==> config.mk <==
export PLATFORM = sky130hd
export DESIGN_NAME = hamming_odd_codec
export DESIGN_NICKNAME = d
export VERILOG_FILES = /design/src/rtl/hamming_odd_codec.sv
export SDC_FILE = /design/constraint.sdc
export NUM_CORES = 1
export LEC_CHECK = 0
export BUFFER_PORTS_ARGS = -buffer_cell sky130_fd_sc_hd__buf_2
export CAP_MARGIN = 30
export CORE_ASPECT_RATIO = 1.1
export CORE_UTILIZATION = 40
export DETAILED_ROUTE_END_ITERATION = 10
export GPL_ROUTABILITY_DRIVEN = 0
export PLACE_DENSITY = 0.72
export SLEW_MARGIN = 40
export SYNTH_ARGS = -nofsm -noshare
export SYNTH_HDL_FRONTEND = slang
export SYNTH_SLANG_ARGS = --single-unit
==> constraint.sdc <==
create_clock -name vclk -period 3.55
set_clock_uncertainty 0.2 [all_clocks]
set_input_delay 0.355 -clock vclk [all_inputs]
set_output_delay 0.355 -clock vclk [all_outputs]
set_load 0.005 [all_outputs]
==> src/rtl/hamming_odd_codec.sv <==
module hamming_odd_codec (
  input  logic [7:0]  enc_data,
  output logic [11:0] enc_word,
  input  logic [11:0] dec_word,
  output logic [7:0]  dec_data,
  output logic [3:0]  dec_syndrome,
  output logic        dec_error,
  output logic        dec_bad_pos
);
  localparam int NW = 12;
  localparam int ND = 8;
  localparam int NC = 4;

  function automatic logic [NC-1:0] syndrome_of(input logic [NW-1:0] w);
    logic [NC-1:0] s;
    logic par;
    for (int k = 0; k < NC; k++) begin
      par = 1'b0;
      for (int p = 1; p <= NW; p++)
        if (p[k]) par = par ^ w[p-1];
      s[k] = ~par;
    end
    return s;
  endfunction

  function automatic logic [NW-1:0] place(input logic [ND-1:0] d);
    logic [NW-1:0] w;
    logic [3:0] j;
    w = '0;
    j = '0;
    for (int p = 1; p <= NW; p++)
      if ((p & (p - 1)) != 0) begin
        w[p-1] = d[j[2:0]];
        j = j + 4'd1;
      end
    return w;
  endfunction

  function automatic logic [ND-1:0] extract(input logic [NW-1:0] w);
    logic [ND-1:0] d;
    logic [3:0] j;
    d = '0;
    j = '0;
    for (int p = 1; p <= NW; p++)
      if ((p & (p - 1)) != 0) begin
        d[j[2:0]] = w[p-1];
        j = j + 4'd1;
      end
    return d;
  endfunction

  function automatic logic [NW-1:0] encode(input logic [ND-1:0] d);
    logic [NW-1:0] w;
    logic [NC-1:0] s;
    w = place(d);
    s = syndrome_of(w);
    for (int k = 0; k < NC; k++)
      w[(1 << k) - 1] = s[k];
    return w;
  endfunction

  always_comb begin
    enc_word = encode(enc_data);
    // every produced word carries a zero odd-parity syndrome
    a_r2_valid_word: assert (syndrome_of(enc_word) == '0);
    // data positions of the word give back the byte
    a_r1_roundtrip: assert (extract(enc_word) == enc_data);
  end

  logic [NW-1:0] fixed_word;
  int            flip_idx;

  always_comb begin
    dec_syndrome = syndrome_of(dec_word);
    fixed_word   = dec_word;
    flip_idx     = int'(dec_syndrome) - 1;
    if (dec_syndrome != '0 && int'(dec_syndrome) <= NW)
      fixed_word[flip_idx] = ~fixed_word[flip_idx];
    dec_data    = extract(fixed_word);
    dec_error   = dec_syndrome != '0;
    dec_bad_pos = int'(dec_syndrome) > NW;

    // clean word re-encodes to itself with no flag raised
    if (!dec_error)
      a_r5_clean_pass: assert (encode(dec_data) == dec_word && !dec_bad_pos);
    // a repair is exactly one bit away from the received word
    if (dec_error && !dec_bad_pos)
      a_r6_single_fix: assert ($countones(encode(dec_data) ^ dec_word) == 1);
    // out-of-range syndrome leaves the byte unrepaired
    if (dec_bad_pos)
      a_r7_no_repair: assert (dec_error && dec_data == extract(dec_word));
  end
endmodule

==> impl_results.md <==
- Hold crit path type: input port to output port
- Setup violators final: 0
- Compound-Gate Fraction of Synth Area: 12.0%
- Antenna diodes: 0
- Multi-input gate area: around 700 sq um
- Req. time, crit path: 2.99 ns
- Detail Placement HPWL: about 1.5 mm
- Total core area: approximately 1800 sq um
- Num rows: 16
- Setup tns final: 0 ns
- Status: finished, final reports clean
- Initial antenna violation count: 0
- Num sequential: 0
- Hold_sp: enc_data[0]
- Clock buffers: 0
- Largest family of logic cells by synthesized area: XOR/XNOR gates
- Yosys cell types: 31
- Sequential-to-total area share from yosys stat: 0%
- # port buffers: between 40 and 50
- Critical path endpoint category: output port
- Area Overhead vs Synth: 26.3%
- Net count reported at finish: between 150 and 200
- PwrDens: between 300 and 400 nW/um^2
- Cts hold-fix bufs: 0
- Leakage: around 0.50 nW
- CP Class: input port to output port
- Final period utilization: ~94%
- Die span in y: between 40 and 50 um
- Final Critical Period: about 3.4 ns
- Post-Synth XOR/XNOR Area: between 30% and 40%
- Post-Synthesis Cells: between 80 and 90
- Total routed wirelength: about 1.8 mm
- Fin area: roughly 1000 sq um
- Critical path data arrival time: between 2 and 3 ns
- Critical path origin: dec_word[2]
- Post-place instance area: around 990 sq um
- DRT iter0 DRCs: 7
- Sequential standard cell area: 0 sq um
- Post-synthesis simple-gate area fraction: about an eighth
- Synthesis Warnings: 0
- GRT Residual Overflow: 0
- Die area: approximately 2200 sq um
- # DRC: 0
- Critical path peak fanout: 5
- Layout fillers: about 170
- Largest net degree at the start of global routing: 9
- Final Hold Vio Count: 0
- Peak Freq: approximately 0.3 GHz
- Post-Syn Area per Cell: around 9 sq um
- RSZ-0062 raised after global routing: false
- DIE WIDTH: around 44 um
- Vias per cell: roughly 5
- Vias: roughly 760
- Initial Utilization: 43.3%
- Slew @ Worst Pin: between 0.4 and 0.5 ns
- Startpoint Class: input port
- Setup bufs post-CTS: 0
- Net Count, Synth: 114
- Max VDD drop: about 0.18 mV
- I/O pins: 46
- Routed len/inst: around 12 um
- Vias in the first global route: approximately 660
- Layout cells sized above 1: 46.1%
- Mux cell area share after synthesis: 15.8%
- Max Transition Viols Final: 0
- First-pass GRT wire length: approximately 3.0 mm
- Total power: about 0.34 mW
- Maxcap violations: 0
- ANT nets after route: 0
- Mapped cell area: between 700 and 800 sq um
- Total GRT Usage: between 10% and 20%
- Finished Core Util: between 50% and 60%
- PostCTS Resize Cnt: 0
- Adder-cell share of the synthesized area: roughly 7.9%
- Rel. slew slack: 69.4%
- DRT Pass-1 Iters: 4
[per-stage QoR]
step / setup slack [ns] / instances / hold slack (ns)
global route: 0.00509 / 155 / 0.718
global placement: 0.240 / 154 / 0.703
detailed placement: 0.122 / 154 / 0.706
floorplan: 0.494 / 89 / 0.565
CTS: 0.117 / 154 / 0.707
finish: 0.198 / 155 / 0.706
[logic make-up (layout without fill, tap and decap cells)]
group | Yosys count | in the layout
multiplexers | 10 | 10
buffers and inverters | 16 | 55
AO/OA/AOI/OAI | 11 | 11
AND/OR/NAND/NOR | 21 | 21
XOR/XNOR | 26 | 26
adder cells (fa/ha/maj) | 5 | 5
[worst max-delay path, cell delays in order]
cell and delay, ns:
buf_2 0.13, xnor2_1 0.29, xnor3_2 0.49, ha_1 0.36, inv_1 0.09, and4_1 0.18, nor4_1 0.25, o21ai_0 0.20
mux2_1 0.32, buf_2 0.13
[Yosys cell counts]
library cell / n / area (sq um)
xnor2_1: 16 / 140
nand2_1: 10 / 37.5
buf_4: 8 / 60.1
inv_1: 6 / 22.5
mux2_1: 6 / 67.6
ha_1: 5 / 62.6
xor2_1: 4 / 35.0
nor2_1: 3 / 11.3
o21ai_0: 3 / 15.0
a21oi_1: 2 / 10.0
mux2i_1: 2 / 20.0
nand3_1: 2 / 10.0
nor3_1: 2 / 10.0
nor4_1: 2 / 12.5
xnor2_2: 2 / 32.5
a21boi_0: 1 / 7.51
a21oi_2: 1 / 8.76
a2bb2oi_1: 1 / 8.76
a31o_2: 1 / 8.76
and4_1: 1 / 8.76
buf_6: 1 / 11.3
clkinv_2: 1 / 5.00
mux2_2: 1 / 11.3
mux4_1: 1 / 26.3
nor3_2: 1 / 10.0
o2bb2ai_1: 1 / 8.76
o41ai_4: 1 / 27.5
xnor3_1: 1 / 22.5
xnor3_2: 1 / 23.8
xnor3_4: 1 / 26.3
xor3_4: 1 / 27.5
[final timing paths]
check | cells past startpoint | to | slack (ns)
worst max-delay path | 10 | dec_data[6] | 0.20
worst min-delay path | 2 | enc_word[2] | 0.71
[power by group]
part / switching (mW) / leakage (nW) / internal [mW]
combinational: 0.179 / 0.496 / 0.165
clock: 0 / 0 / 0
sequential: 0 / 0 / 0
total: 0.179 / 0.496 / 0.165
[layer usage]
layer	vias to the layer above	GRT usage [%]	wire, um
li1	380	-	-
met1	342	21.8	775
met2	41	32.1	902
met3	0	0.746	120
met4	0	0	0
met5	-	0	0
[final cells by class]
cell class	instances	area share [%]
Timing Repair Buffer	48	24.6
Inverter	7	2.76
Multi-Input combinational cell	73	69.3
Tap cell	27	3.39
[cells in the final DEF (no fill, tap or decap)]
master | synthesis | routed
buf_2 | 0 | 46
xnor2_1 | 16 | 16
nand2_1 | 10 | 10
inv_1 | 6 | 6
mux2_1 | 6 | 6
ha_1 | 5 | 5
xor2_1 | 4 | 4
o21ai_0 | 3 | 3
nor2_1 | 3 | 3
xnor2_2 | 2 | 2
a21oi_1 | 2 | 2
nor3_1 | 2 | 2
nor4_1 | 2 | 2
nand3_1 | 2 | 2
mux2i_1 | 2 | 2
buf_4 | 8 | 2
xnor3_4 | 1 | 1
xor3_4 | 1 | 1
xnor3_2 | 1 | 1
clkinv_2 | 1 | 1
xnor3_1 | 1 | 1
a2bb2oi_1 | 1 | 1
and4_1 | 1 | 1
a21oi_2 | 1 | 1
nor3_2 | 1 | 1
o41ai_4 | 1 | 1
a31o_2 | 1 | 1
mux2_2 | 1 | 1
o2bb2ai_1 | 1 | 1
mux4_1 | 1 | 1
a21boi_0 | 1 | 1
Note: power is estimated with default switching activity, not from simulation.
